`src/rtl/nseq_pkg.sv`:
```
package nseq_pkg;

  localparam int CNT_W     = 6;
  localparam int BUS_BYTES = 4;
  localparam int BUS_W     = BUS_BYTES * 8;
  localparam int LANE_IDX_W = $clog2(BUS_BYTES);

  typedef enum logic [2:0] {
    ST_IDLE   = 3'd0,
    ST_TURN   = 3'd1,
    ST_SETUP  = 3'd2,
    ST_STROBE = 3'd3,
    ST_HOLD   = 3'd4
  } seq_state_e;

  typedef struct packed {
    logic [3:0] setup;
    logic [5:0] strobe;
    logic [2:0] hold;
  } phase_t;

  typedef struct packed {
    phase_t     wr;
    phase_t     rd;
    logic [1:0] turn;
  } timing_t;

  // Index of the last byte cycle for a given size code.
  function automatic logic [LANE_IDX_W-1:0] last_lane(input logic [1:0] size_code);
    logic [LANE_IDX_W-1:0] r;
    case (size_code)
      2'd0:    r = LANE_IDX_W'(0);
      2'd1:    r = LANE_IDX_W'(1);
      default: r = LANE_IDX_W'(BUS_BYTES - 1);
    endcase
    return r;
  endfunction

endpackage

```
`src/rtl/nseq_cfg_decode.sv`:
```
module nseq_cfg_decode
  import nseq_pkg::*;
(
  input  logic [31:0] cfg_word,
  output timing_t     timing
);

  // Field positions are fixed by the timing word layout.
  always_comb begin
    timing.wr.setup  = cfg_word[29:26];
    timing.wr.strobe = cfg_word[25:20];
    timing.wr.hold   = cfg_word[19:17];
    timing.rd.setup  = cfg_word[16:13];
    timing.rd.strobe = cfg_word[12:7];
    timing.rd.hold   = cfg_word[6:4];
    timing.turn      = cfg_word[3:2];
  end

  // Strobe-mode, extended-wait and bus-size bits carry no meaning here.
  logic unused_cfg_bits;
  assign unused_cfg_bits = ^{cfg_word[31:30], cfg_word[1:0]};

endmodule

```
`src/rtl/nseq_phase_timer.sv`:
```
module nseq_phase_timer #(
  parameter int CNT_W = 6
) (
  input  logic             clk,
  input  logic             rst_n,
  input  logic             load,
  input  logic [CNT_W-1:0] load_val,
  output logic             last
);

  logic [CNT_W-1:0] cnt_q, cnt_d;

  always_comb begin
    cnt_d = cnt_q;
    if (load) begin
      cnt_d = load_val;
    end else if (cnt_q != '0) begin
      cnt_d = cnt_q - 1'b1;
    end
  end

  always_ff @(posedge clk or negedge rst_n) begin
    if (!rst_n) begin
      cnt_q <= '0;
    end else begin
      cnt_q <= cnt_d;
    end
  end

  assign last = (cnt_q == '0);

endmodule

```
`src/rtl/nseq_rb_sync.sv`:
```
module nseq_rb_sync #(
  parameter int STAGES = 2
) (
  input  logic clk,
  input  logic rst_n,
  input  logic rb_async,
  output logic rb_sync
);

  logic [STAGES-1:0] sync_q, sync_d;

  generate
    if (STAGES == 1) begin : g_single
      assign sync_d = rb_async;
    end else begin : g_chain
      assign sync_d = {sync_q[STAGES-2:0], rb_async};
    end
  endgenerate

  always_ff @(posedge clk or negedge rst_n) begin
    if (!rst_n) begin
      sync_q <= '0;
    end else begin
      sync_q <= sync_d;
    end
  end

  assign rb_sync = sync_q[STAGES-1];

endmodule

```
`src/rtl/nseq_rd_assembler.sv`:
```
module nseq_rd_assembler #(
  parameter int LANES = 4,
  parameter int IDX_W = 2
) (
  input  logic               clk,
  input  logic               rst_n,
  input  logic               clear,
  input  logic               capture,
  input  logic [IDX_W-1:0]   lane_idx,
  input  logic [7:0]         din,
  output logic [LANES*8-1:0] data
);

  generate
    for (genvar g = 0; g < LANES; g++) begin : g_lane
      logic [7:0] lane_q, lane_d;
      logic       lane_en;

      assign lane_en = clear || (capture && (lane_idx == IDX_W'(g)));

      always_comb begin
        lane_d = lane_q;
        if (clear) begin
          lane_d = 8'h00;
        end else if (lane_en) begin
          lane_d = din;
        end
      end

      always_ff @(posedge clk or negedge rst_n) begin
        if (!rst_n) begin
          lane_q <= 8'h00;
        end else if (lane_en) begin
          lane_q <= lane_d;
        end
      end

      assign data[g*8 +: 8] = lane_q;
    end
  endgenerate

endmodule

```
`src/rtl/nand_cycle_seq.sv`:
```
module nand_cycle_seq
  import nseq_pkg::*;
#(
  parameter int ADDR_W  = 24,
  parameter int NUM_CS  = 4,
  parameter int CS_W    = (NUM_CS > 1) ? $clog2(NUM_CS) : 1,
  parameter int ALE_BIT = 3,
  parameter int CLE_BIT = 4,
  parameter int DIE_BIT = 12,
  parameter int RB_SYNC = 2
) (
  input  logic              clk,
  input  logic              rst_n,
  input  logic [31:0]       cfg_word,
  input  logic              req_valid,
  output logic              req_ready,
  input  logic              req_write,
  input  logic [ADDR_W-1:0] req_addr,
  input  logic [1:0]        req_size,
  input  logic [CS_W-1:0]   req_cs,
  input  logic [BUS_W-1:0]  req_wdata,
  output logic              rsp_valid,
  output logic [BUS_W-1:0]  rsp_rdata,
  output logic [7:0]        status,
  output logic [NUM_CS-1:0] nand_ce_n,
  output logic              nand_ale,
  output logic              nand_cle,
  output logic              nand_we_n,
  output logic              nand_re_n,
  output logic              nand_die_sel,
  output logic [7:0]        nand_dq_o,
  output logic              nand_dq_oe,
  input  logic [7:0]        nand_dq_i,
  input  logic              nand_rb
);

  localparam int IDX_W = LANE_IDX_W;

  // ---------------------------------------------------------------
  // Timing word decode
  // ---------------------------------------------------------------
  timing_t tim_live;
  phase_t  req_phase;

  nseq_cfg_decode u_cfg (
    .cfg_word (cfg_word),
    .timing   (tim_live)
  );

  assign req_phase = req_write ? tim_live.wr : tim_live.rd;

  // ---------------------------------------------------------------
  // State
  // ---------------------------------------------------------------
  seq_state_e            state_q, state_d;
  logic [IDX_W-1:0]      lane_q, lane_d;
  logic [IDX_W-1:0]      lane_last_q;
  logic                  wr_q;
  logic                  ale_q, cle_q, die_q;
  logic [CS_W-1:0]       cs_q;
  logic [BUS_W-1:0]      wdata_q;
  phase_t                ph_q;
  logic                  prev_wr_q;
  logic                  have_prev_q;
  logic                  rsp_valid_q, rsp_valid_d;

  logic                  accept;
  logic                  finish;
  logic                  tmr_load;
  logic [CNT_W-1:0]      tmr_val;
  logic                  tmr_last;
  logic                  need_turn;
  logic                  rd_capture;

  assign need_turn = have_prev_q && (prev_wr_q != req_write);

  // ---------------------------------------------------------------
  // Next-state logic
  // ---------------------------------------------------------------
  always_comb begin
    state_d  = state_q;
    lane_d   = lane_q;
    accept   = 1'b0;
    finish   = 1'b0;
    tmr_load = 1'b0;
    tmr_val  = '0;
    unique case (state_q)
      ST_IDLE: begin
        if (req_valid) begin
          accept   = 1'b1;
          tmr_load = 1'b1;
          lane_d   = '0;
          if (need_turn) begin
            state_d = ST_TURN;
            tmr_val = CNT_W'(tim_live.turn);
          end else begin
            state_d = ST_SETUP;
            tmr_val = CNT_W'(req_phase.setup);
          end
        end
      end
      ST_TURN: begin
        if (tmr_last) begin
          state_d  = ST_SETUP;
          tmr_load = 1'b1;
          tmr_val  = CNT_W'(ph_q.setup);
        end
      end
      ST_SETUP: begin
        if (tmr_last) begin
          state_d  = ST_STROBE;
          tmr_load = 1'b1;
          tmr_val  = CNT_W'(ph_q.strobe);
        end
      end
      ST_STROBE: begin
        if (tmr_last) begin
          state_d  = ST_HOLD;
          tmr_load = 1'b1;
          tmr_val  = CNT_W'(ph_q.hold);
        end
      end
      ST_HOLD: begin
        if (tmr_last) begin
          if (lane_q == lane_last_q) begin
            state_d = ST_IDLE;
            finish  = 1'b1;
          end else begin
            state_d  = ST_SETUP;
            lane_d   = lane_q + 1'b1;
            tmr_load = 1'b1;
            tmr_val  = CNT_W'(ph_q.setup);
          end
        end
      end
      default: begin
        state_d = ST_IDLE;
      end
    endcase
  end

  assign rsp_valid_d = finish && !wr_q;
  assign rd_capture  = (state_q == ST_STROBE) && tmr_last && !wr_q;

  // ---------------------------------------------------------------
  // Registers
  // ---------------------------------------------------------------
  always_ff @(posedge clk or negedge rst_n) begin
    if (!rst_n) begin
      state_q     <= ST_IDLE;
      lane_q      <= '0;
      rsp_valid_q <= 1'b0;
    end else begin
      state_q     <= state_d;
      lane_q      <= lane_d;
      rsp_valid_q <= rsp_valid_d;
    end
  end

  always_ff @(posedge clk or negedge rst_n) begin
    if (!rst_n) begin
      lane_last_q <= '0;
      wr_q        <= 1'b0;
      ale_q       <= 1'b0;
      cle_q       <= 1'b0;
      die_q       <= 1'b0;
      cs_q        <= '0;
      wdata_q     <= '0;
      ph_q        <= '0;
      prev_wr_q   <= 1'b0;
      have_prev_q <= 1'b0;
    end else if (accept) begin
      lane_last_q <= last_lane(req_size);
      wr_q        <= req_write;
      cle_q       <= req_addr[CLE_BIT];
      ale_q       <= req_addr[ALE_BIT] && !req_addr[CLE_BIT];
      die_q       <= req_addr[DIE_BIT];
      cs_q        <= req_cs;
      wdata_q     <= req_wdata;
      ph_q        <= req_phase;
      prev_wr_q   <= req_write;
      have_prev_q <= 1'b1;
    end
  end

  // ---------------------------------------------------------------
  // Sub-blocks
  // ---------------------------------------------------------------
  nseq_phase_timer #(.CNT_W(CNT_W)) u_timer (
    .clk      (clk),
    .rst_n    (rst_n),
    .load     (tmr_load),
    .load_val (tmr_val),
    .last     (tmr_last)
  );

  nseq_rd_assembler #(.LANES(BUS_BYTES), .IDX_W(IDX_W)) u_rdasm (
    .clk      (clk),
    .rst_n    (rst_n),
    .clear    (accept),
    .capture  (rd_capture),
    .lane_idx (lane_q),
    .din      (nand_dq_i),
    .data     (rsp_rdata)
  );

  logic rb_synced;

  nseq_rb_sync #(.STAGES(RB_SYNC)) u_rbsync (
    .clk      (clk),
    .rst_n    (rst_n),
    .rb_async (nand_rb),
    .rb_sync  (rb_synced)
  );

  // ---------------------------------------------------------------
  // Pin drive
  // ---------------------------------------------------------------
  logic active;
  assign active = (state_q == ST_SETUP) || (state_q == ST_STROBE) || (state_q == ST_HOLD);

  generate
    for (genvar c = 0; c < NUM_CS; c++) begin : g_ce
      assign nand_ce_n[c] = !(active && (cs_q == CS_W'(c)));
    end
  endgenerate

  assign nand_ale     = active && ale_q;
  assign nand_cle     = active && cle_q;
  assign nand_die_sel = active && die_q;
  assign nand_we_n    = !((state_q == ST_STROBE) && wr_q);
  assign nand_re_n    = !((state_q == ST_STROBE) && !wr_q);
  assign nand_dq_oe   = active && wr_q;
  assign nand_dq_o    = nand_dq_oe ? wdata_q[lane_q*8 +: 8] : 8'h00;

  assign req_ready = (state_q == ST_IDLE);
  assign rsp_valid = rsp_valid_q;
  assign status    = {7'b0, rb_synced};

  logic unused_addr_bits;
  assign unused_addr_bits = ^req_addr;

endmodule

```
`config.mk`:
```
export PLATFORM = sky130hd
export DESIGN_NAME = nand_cycle_seq
export DESIGN_NICKNAME = d
export VERILOG_FILES = /design/src/rtl/nseq_pkg.sv /design/src/rtl/nseq_cfg_decode.sv /design/src/rtl/nseq_phase_timer.sv /design/src/rtl/nseq_rb_sync.sv /design/src/rtl/nseq_rd_assembler.sv /design/src/rtl/nand_cycle_seq.sv
export SDC_FILE = /design/constraint.sdc
export NUM_CORES = 1
export LEC_CHECK = 0
export BUFFER_PORTS_ARGS = -buffer_cell sky130_fd_sc_hd__buf_2
export CORE_MARGIN = 1.5
export CORE_UTILIZATION = 28
export CTS_CLUSTER_SIZE = 14
export DETAILED_ROUTE_END_ITERATION = 16
export GPL_ROUTABILITY_DRIVEN = 0
export PLACE_DENSITY = 0.58
export SLEW_MARGIN = 20
export SYNTH_ARGS = -nofsm -noshare
export SYNTH_HDL_FRONTEND = slang
export SYNTH_SLANG_ARGS = --single-unit
```
`constraint.sdc`:
```
create_clock -name clk -period 1.65 [get_ports clk]
set_input_delay 0.33 -clock clk [delete_from_list [all_inputs] [get_ports clk]]
set_output_delay 0.33 -clock clk [all_outputs]
set_load 0.02 [all_outputs]
```
Word level (Yosys, flattened, before mapping)
Cells that the tools add are included.

word-level totals
  output and inout port bits = 60
  flip-flop bits (word level) = 100
  bits of input ports = 105
  logic and storage cells = 121

cells by class
  equal/unequal tests = 19
  shifts and indexed selects = 1
  muxes and demuxes = 35
  add/sub/neg operators = 2
  reduce and logical (&&, ||, !) cells = 44

operators by type and width
  kind                                                                count
  32-bit by 6-bit variable part select with 8-bit output              1
  6-bit one-hot mux with 5 select lines                               1
  4-bit 2-to-1 mux                                                    5
  1-bit logical AND                                                   19
  3-bit 2-to-1 mux                                                    6
  6-bit 2-to-1 mux                                                    3
  8-bit 2-to-1 mux                                                    2
  3-bit one-hot mux with 5 select lines                               1
  13-bit 2-to-1 mux                                                   1
  2-bit inequality test, second input constant                        6
  2-bit 2-to-1 mux                                                    5
  2-bit == test, second input constant                                4
  1-bit logical NOT                                                   8
  1-bit 2-to-1 mux                                                    8
  2-bit one-hot mux with 2 select lines                               2
  2-bit by 1-bit == test with 1-bit output, second input constant     3
  3-bit by 2-bit == test with 1-bit output, second input constant     2
  2-bit logical NOT                                                   3
  6-bit logical NOT                                                   1
  1-bit logical OR                                                    6
  6-bit nonzero test                                                  1
  6-bit by 1-bit subtractor with 6-bit output, second input constant  1
  5-bit AND reduction                                                 1
  4-bit AND reduction                                                 1
  9 further kinds                                                     10

Logic depth before layout (Yosys ltp)
  depth after elaboration = 6
  gate-level depth with buffers = 8
  depth with buffers taken out = 7

Hierarchy
From an unflattened synthesis, not the netlist that was laid out.

second synthesis, totals
  cell total of the unflattened synthesis = 526
  area, all modules = 5193.7 µm²

modules (own cells, without submodules)
  module             cells an instance  instances  area an instance (µm²)
  nand_cycle_seq     338                1          3105.5
  nseq_rd_assembler  117                1          1448.9
  nseq_phase_timer   41                 1          379.1
  nseq_cfg_decode    28                 1          210.2
  nseq_rb_sync       2                  1          50.0

Worst setup path after synthesis
OpenSTA, ideal clock, no wires.

  path type = register -> register
  start = reg state_q[0]
  end = reg wdata_q[20]
  cell stages (with the launch flop) = 9
  arrival = 1.907 ns
  data required time = 1.533 ns
  path slack = -0.373 ns
  cells stage by stage = dfrtp_1 buf_2 buf_2 nor3_1 nand2_1 buf_2 buf_2 nand2_1 nand2_1

on the way
  cells in the longest elaborated chain, start to end = 2

ends and longest elaborated chain
  element                 line                   source
  from (decl)             nand_cycle_seq.sv:55   seq_state_e state_q, state_d;
  from (signal assigned)  nand_cycle_seq.sv:154  state_q <= state_d;
  3-bit logical NOT       n/a
  named net req_ready     nand_cycle_seq.sv:16   output logic req_ready,
  1-bit 2-to-1 mux        nand_cycle_seq.sv:87   unique case (state_q)
  to (signal assigned)    nand_cycle_seq.sv:179  wdata_q <= req_wdata;
  to (decl)               nand_cycle_seq.sv:61   logic [BUS_W-1:0] wdata_q;

The timed path passes the listed nets, and every way through them passes these cells.
A chain may end at the register's enable or synchronous reset.

Final worst setup path
  start = reg lane_q[0]
  end = out nand_dq_o[7]

on the way
  cells in the longest elaborated chain, start to end = 2

ends and longest elaborated chain
  element                                                 line                   source
  from (decl)                                             nand_cycle_seq.sv:56   logic [IDX_W-1:0] lane_q, lane_d;
  from (signal assigned)                                  nand_cycle_seq.sv:155  lane_q <= lane_d;
  32-bit by 6-bit variable part select with 8-bit output  nand_cycle_seq.sv:234  assign nand_dq_o = nand_dq_oe ? wdata_q[lane_q*8 +: 8] : 8'h00;
  8-bit 2-to-1 mux                                        nand_cycle_seq.sv:234
  to (decl)                                               nand_cycle_seq.sv:31   output logic [7:0] nand_dq_o,

No other way between the ends.

==> flow_metrics.py <==
metrics = {
    "cts": {
        "cts.sinks": 100,
        "clkTransAtPathRegs_ns": 0.07,
        "numCtsBuffers": 9,
        "clockRootBuffer": "clkbuf_16",
        "h-tree-depth": 3,
        "clk_latency_ns": 0.36,
        "cts_buffer_depth": 2,
        "cts_tree": "done",
    },
    "setup_path": {
        "crit_family": "multiplexers",
        "crit_path_end_kind": "primary output",
        "r2r-end": "u_timer.cnt_q[1]",
        "critPathRequiredTime_ns": 1.32,
        "cp_num_buf_inv": 2,
        "r2r_start": "state_q[2]",
        "crit_cells": 4,
        "worstPathMaxFanout": 8,
        "crit_start": "lane_q[0]",
        "crit_chain": "buf_12, mux4_2, and3_4, buf_6",
        "worstPathArrival_ns": 1.72,
        "cpPeakStageDelay_ns": 0.50,
        "start_kind": "register",
        "reg2reg_slack_ns": -0.21,
        "critPathKind": "reg2out",
        "reg2regPathDepth": 8,
        "cpMaxStageDelayCell": "mux4_2",
        "crit_end": "nand_dq_o[7]",
    },
    "job": {
        "cap_violations": 0,
    },
    "die": {
        "ios": 165,
        "num_rows": 48,
        "dieArea_mm2": 0.01842,
        "die_w_um": 135.7,
        "start_util_pct": 28.61,
        "die_height_um": 135.7,
        "core_mm2": 0.01724,
    },
    "layout": {
        "final_nets": 861,
        "multi_input_area_mm2": 0.003246,
        "utilization_pct": 48.82,
        "layout-drive-gt1-share_pct": 61.59,
        "area_growth_pct": 70.64,
        "num_antenna_cells": 0,
        "fillers": 1582,
        "seq_area_mm2": 0.002506,
        "fin_area_mm2": 0.008414,
    },
    "detailed_routing": {
        "routedWlPerCell_um": 16.81,
        "vias": 4677,
        "vias_per_cell": 4.772,
        "wirelength_mm": 16.48,
        "antenna_left": 0,
        "drc": 0,
        "firstDrtPassIters": 4,
        "drt_iter0_drc": 149,
    },
    "yosys": {
        "synth_commonest_cells": "nand2_1 (161), dfrtp_1 (100), a21oi_1 (55)",
        "synthTopCellsByArea": "dfrtp_1 (51%), nand2_1 (12%), a21oi_1 (5.6%)",
        "synth_compound_area_share_pct": 10.48,
        "muxShareOfSynthArea_pct": 6.953,
        "synth_xor_xnor_area_share_pct": 1.599,
        "ys_ff_latch": 100,
        "syn_area_mm2": 0.004931,
        "synthCells": 537,
        "synth_edf_count": 0,
        "syn_area_per_cell_um2": 9.182,
        "synth_top_family_by_area": "simple AND/OR/NAND/NOR gates",
        "synth_cell_types": 50,
        "yosysWarnings": 0,
        "synth-seq-area-share_pct": 50.75,
        "synth_top_area_share_pct": 50.75,
        "synth_simple_gate_area_share_pct": 23.37,
        "ys_async_sr_fraction_pct": 100.0,
        "ys.flop_type": "dfrtp_1",
        "post-synth-top-count-cell": "nand2_1",
        "synth-adder-area-share_pct": 1.522,
        "synth_top_cell_by_area": "dfrtp_1",
    },
    "timing": {
        "max_slew_margin_pct": 50.33,
        "layout_min_cycle_time_ns": 2.048,
        "setup_viol": 112,
        "rsz0062_at_grt": "true",
        "finalHoldViolCount": 0,
        "fmax_mhz": 488.2,
        "fin_skew_ns": 0.008641,
        "tns_ns": -14.93,
        "fin_crit_sh_pct": 124.1,
        "holdWs_ns": 0.07612,
        "slew_viol_final": 0,
        "tightest_slew_ns": 0.7451,
        "setup_ws_ns": -0.3983,
    },
    "placement": {
        "place_hpwl_mm": 9.849,
        "postPlaceCellArea_mm2": 0.006302,
        "portBuffers": 132,
    },
    "run_status": {
        "status": "finished, violations left",
        "violations": "setup timing",
    },
    "pwr": {
        "ir_worst_vdd_v": 0.0007489,
        "leakage_nw": 3.807,
        "powerDensity_mw_per_mm2": 1587,
        "p_total_mw": 13.35,
    },
    "min_path": {
        "min_path_type": "in2reg",
    },
    "global_route": {
        "grt_pass1_wl_mm": 23.73,
        "grt_remaining_overflow": 0,
        "grt_max_degree": 39,
        "grt_use_total_pct": 16.76,
        "grt_pass1_vias": 4575,
        "antenna_found_initial": 0,
    },
}
routing by layer:
| layer | GRT usage [%] | part of all wire, % | vias up |
|---|---|---|---|
| met1 | 21.71 | 43 | 2289 |
| met3 | 3.891 | 5.3 | 19 |
| met2 | 27.47 | 50 | 131 |
| met5 | 0 | 0 | - |
| met4 | 5.675 | 1.9 | 0 |
| li1 | - | - | 2238 |
state kept, by name (all words and copies together) (netlist names):
signal and flops:
ale_q 1, cle_q 1, cs_q 2, die_q 1, have_prev_q 1, lane_last_q 2
lane_q 2, ph_q 13, prev_wr_q 1, rsp_valid 1, state_q 3, u_rbsync.sync_q 2
u_rdasm.g_lane.lane_q 32, u_timer.cnt_q 6, wdata_q 32
layout make-up:
type                       count  share of cell area [%]
timing repair buffer         237                   24.51
clock inverter                 6                  0.5502
tap                          225                   3.346
sequential                   100                   29.78
inverter                       9                  0.4015
clock buffer                  10                   2.840
multi-input combinational    393                   38.57
where the power goes:
group | switching [mW] | internal (mW)
combinational | 3.42 | 3.38
clock | 0.993 | 1.08
sequential | 0.965 | 3.52
total | 5.38 | 7.98
worst register-to-register path, stage by stage, from the launching register on:
cell     delay (ns)
dfrtp_2        0.43
buf_6          0.14
buf_6          0.12
nor4b_4        0.33
buf_4          0.18
a31oi_4        0.04
o31ai_4        0.09
a21oi_2        0.05
o32a_1         0.36
cells by family (layout without fill, tap and decap cells):
logic type / after synthesis / in the layout
compound gates: 86 / 86
xor+xnor: 9 / 9
fa+ha+maj: 6 / 6
buf+inv: 50 / 262
flops: 100 / 100
mux: 24 / 24
other cells: 1 / 7
simple gates: 261 / 261
repair_timing:
item | 4_1_cts | 5_1_grt
cloned | 4 | 8
buffers inserted | 25 | 10
endpoints found under the setup margin | 65 | 114
resized for setup | 164 | 196
hold endpoints to repair | 28 | 0
hold buffers | 1 | 0
pin swaps | 57 | 98
cells in the final DEF (no fill, tap or decap), types with 8 or more instances in the layout:
cell type  instances
clkbuf_16         14
nor2_4            16
a21oi_1           13
nand3_2           11
buf_8              8
nand2_4           29
mux2i_1           14
mux4_2             8
buf_2            113
nand3_1           15
dfrtp_1           97
nand2_1           79
buf_12            19
nand2_2           51
nand3_4            9
buf_4             48
a21oi_2           40
and3_4             8
buf_6             42
metrics by stage:
step	setup slack, ns	instances
5_1_grt	-0.4678	980
3_5_place_dp	-0.08900	923
3_3_place_gp	-0.08194	923
6_report	-0.3983	980
2_1_floorplan	-0.02296	543
4_1_cts	-0.4303	968
worst min-delay path by stage:
| stage | from | end | slack (ns) | cells past startpoint |
|---|---|---|---|---|
| 2_1_floorplan | rst_n | ale_q | 0.03 | 0 |
| 3_3_place_gp | rst_n | u_rdasm.g_lane[1].lane_q[0] | 0.33 | 1 |
| 3_5_place_dp | rst_n | u_rdasm.g_lane[1].lane_q[0] | 0.33 | 1 |
| 4_1_cts | nand_rb | u_rbsync.sync_q[0] | 0.06 | 1 |
| 5_1_grt | nand_rb | u_rbsync.sync_q[0] | 0.06 | 1 |
| 6_report | nand_rb | u_rbsync.sync_q[0] | 0.08 | 1 |
Note: power is estimated with default switching activity, not from simulation.
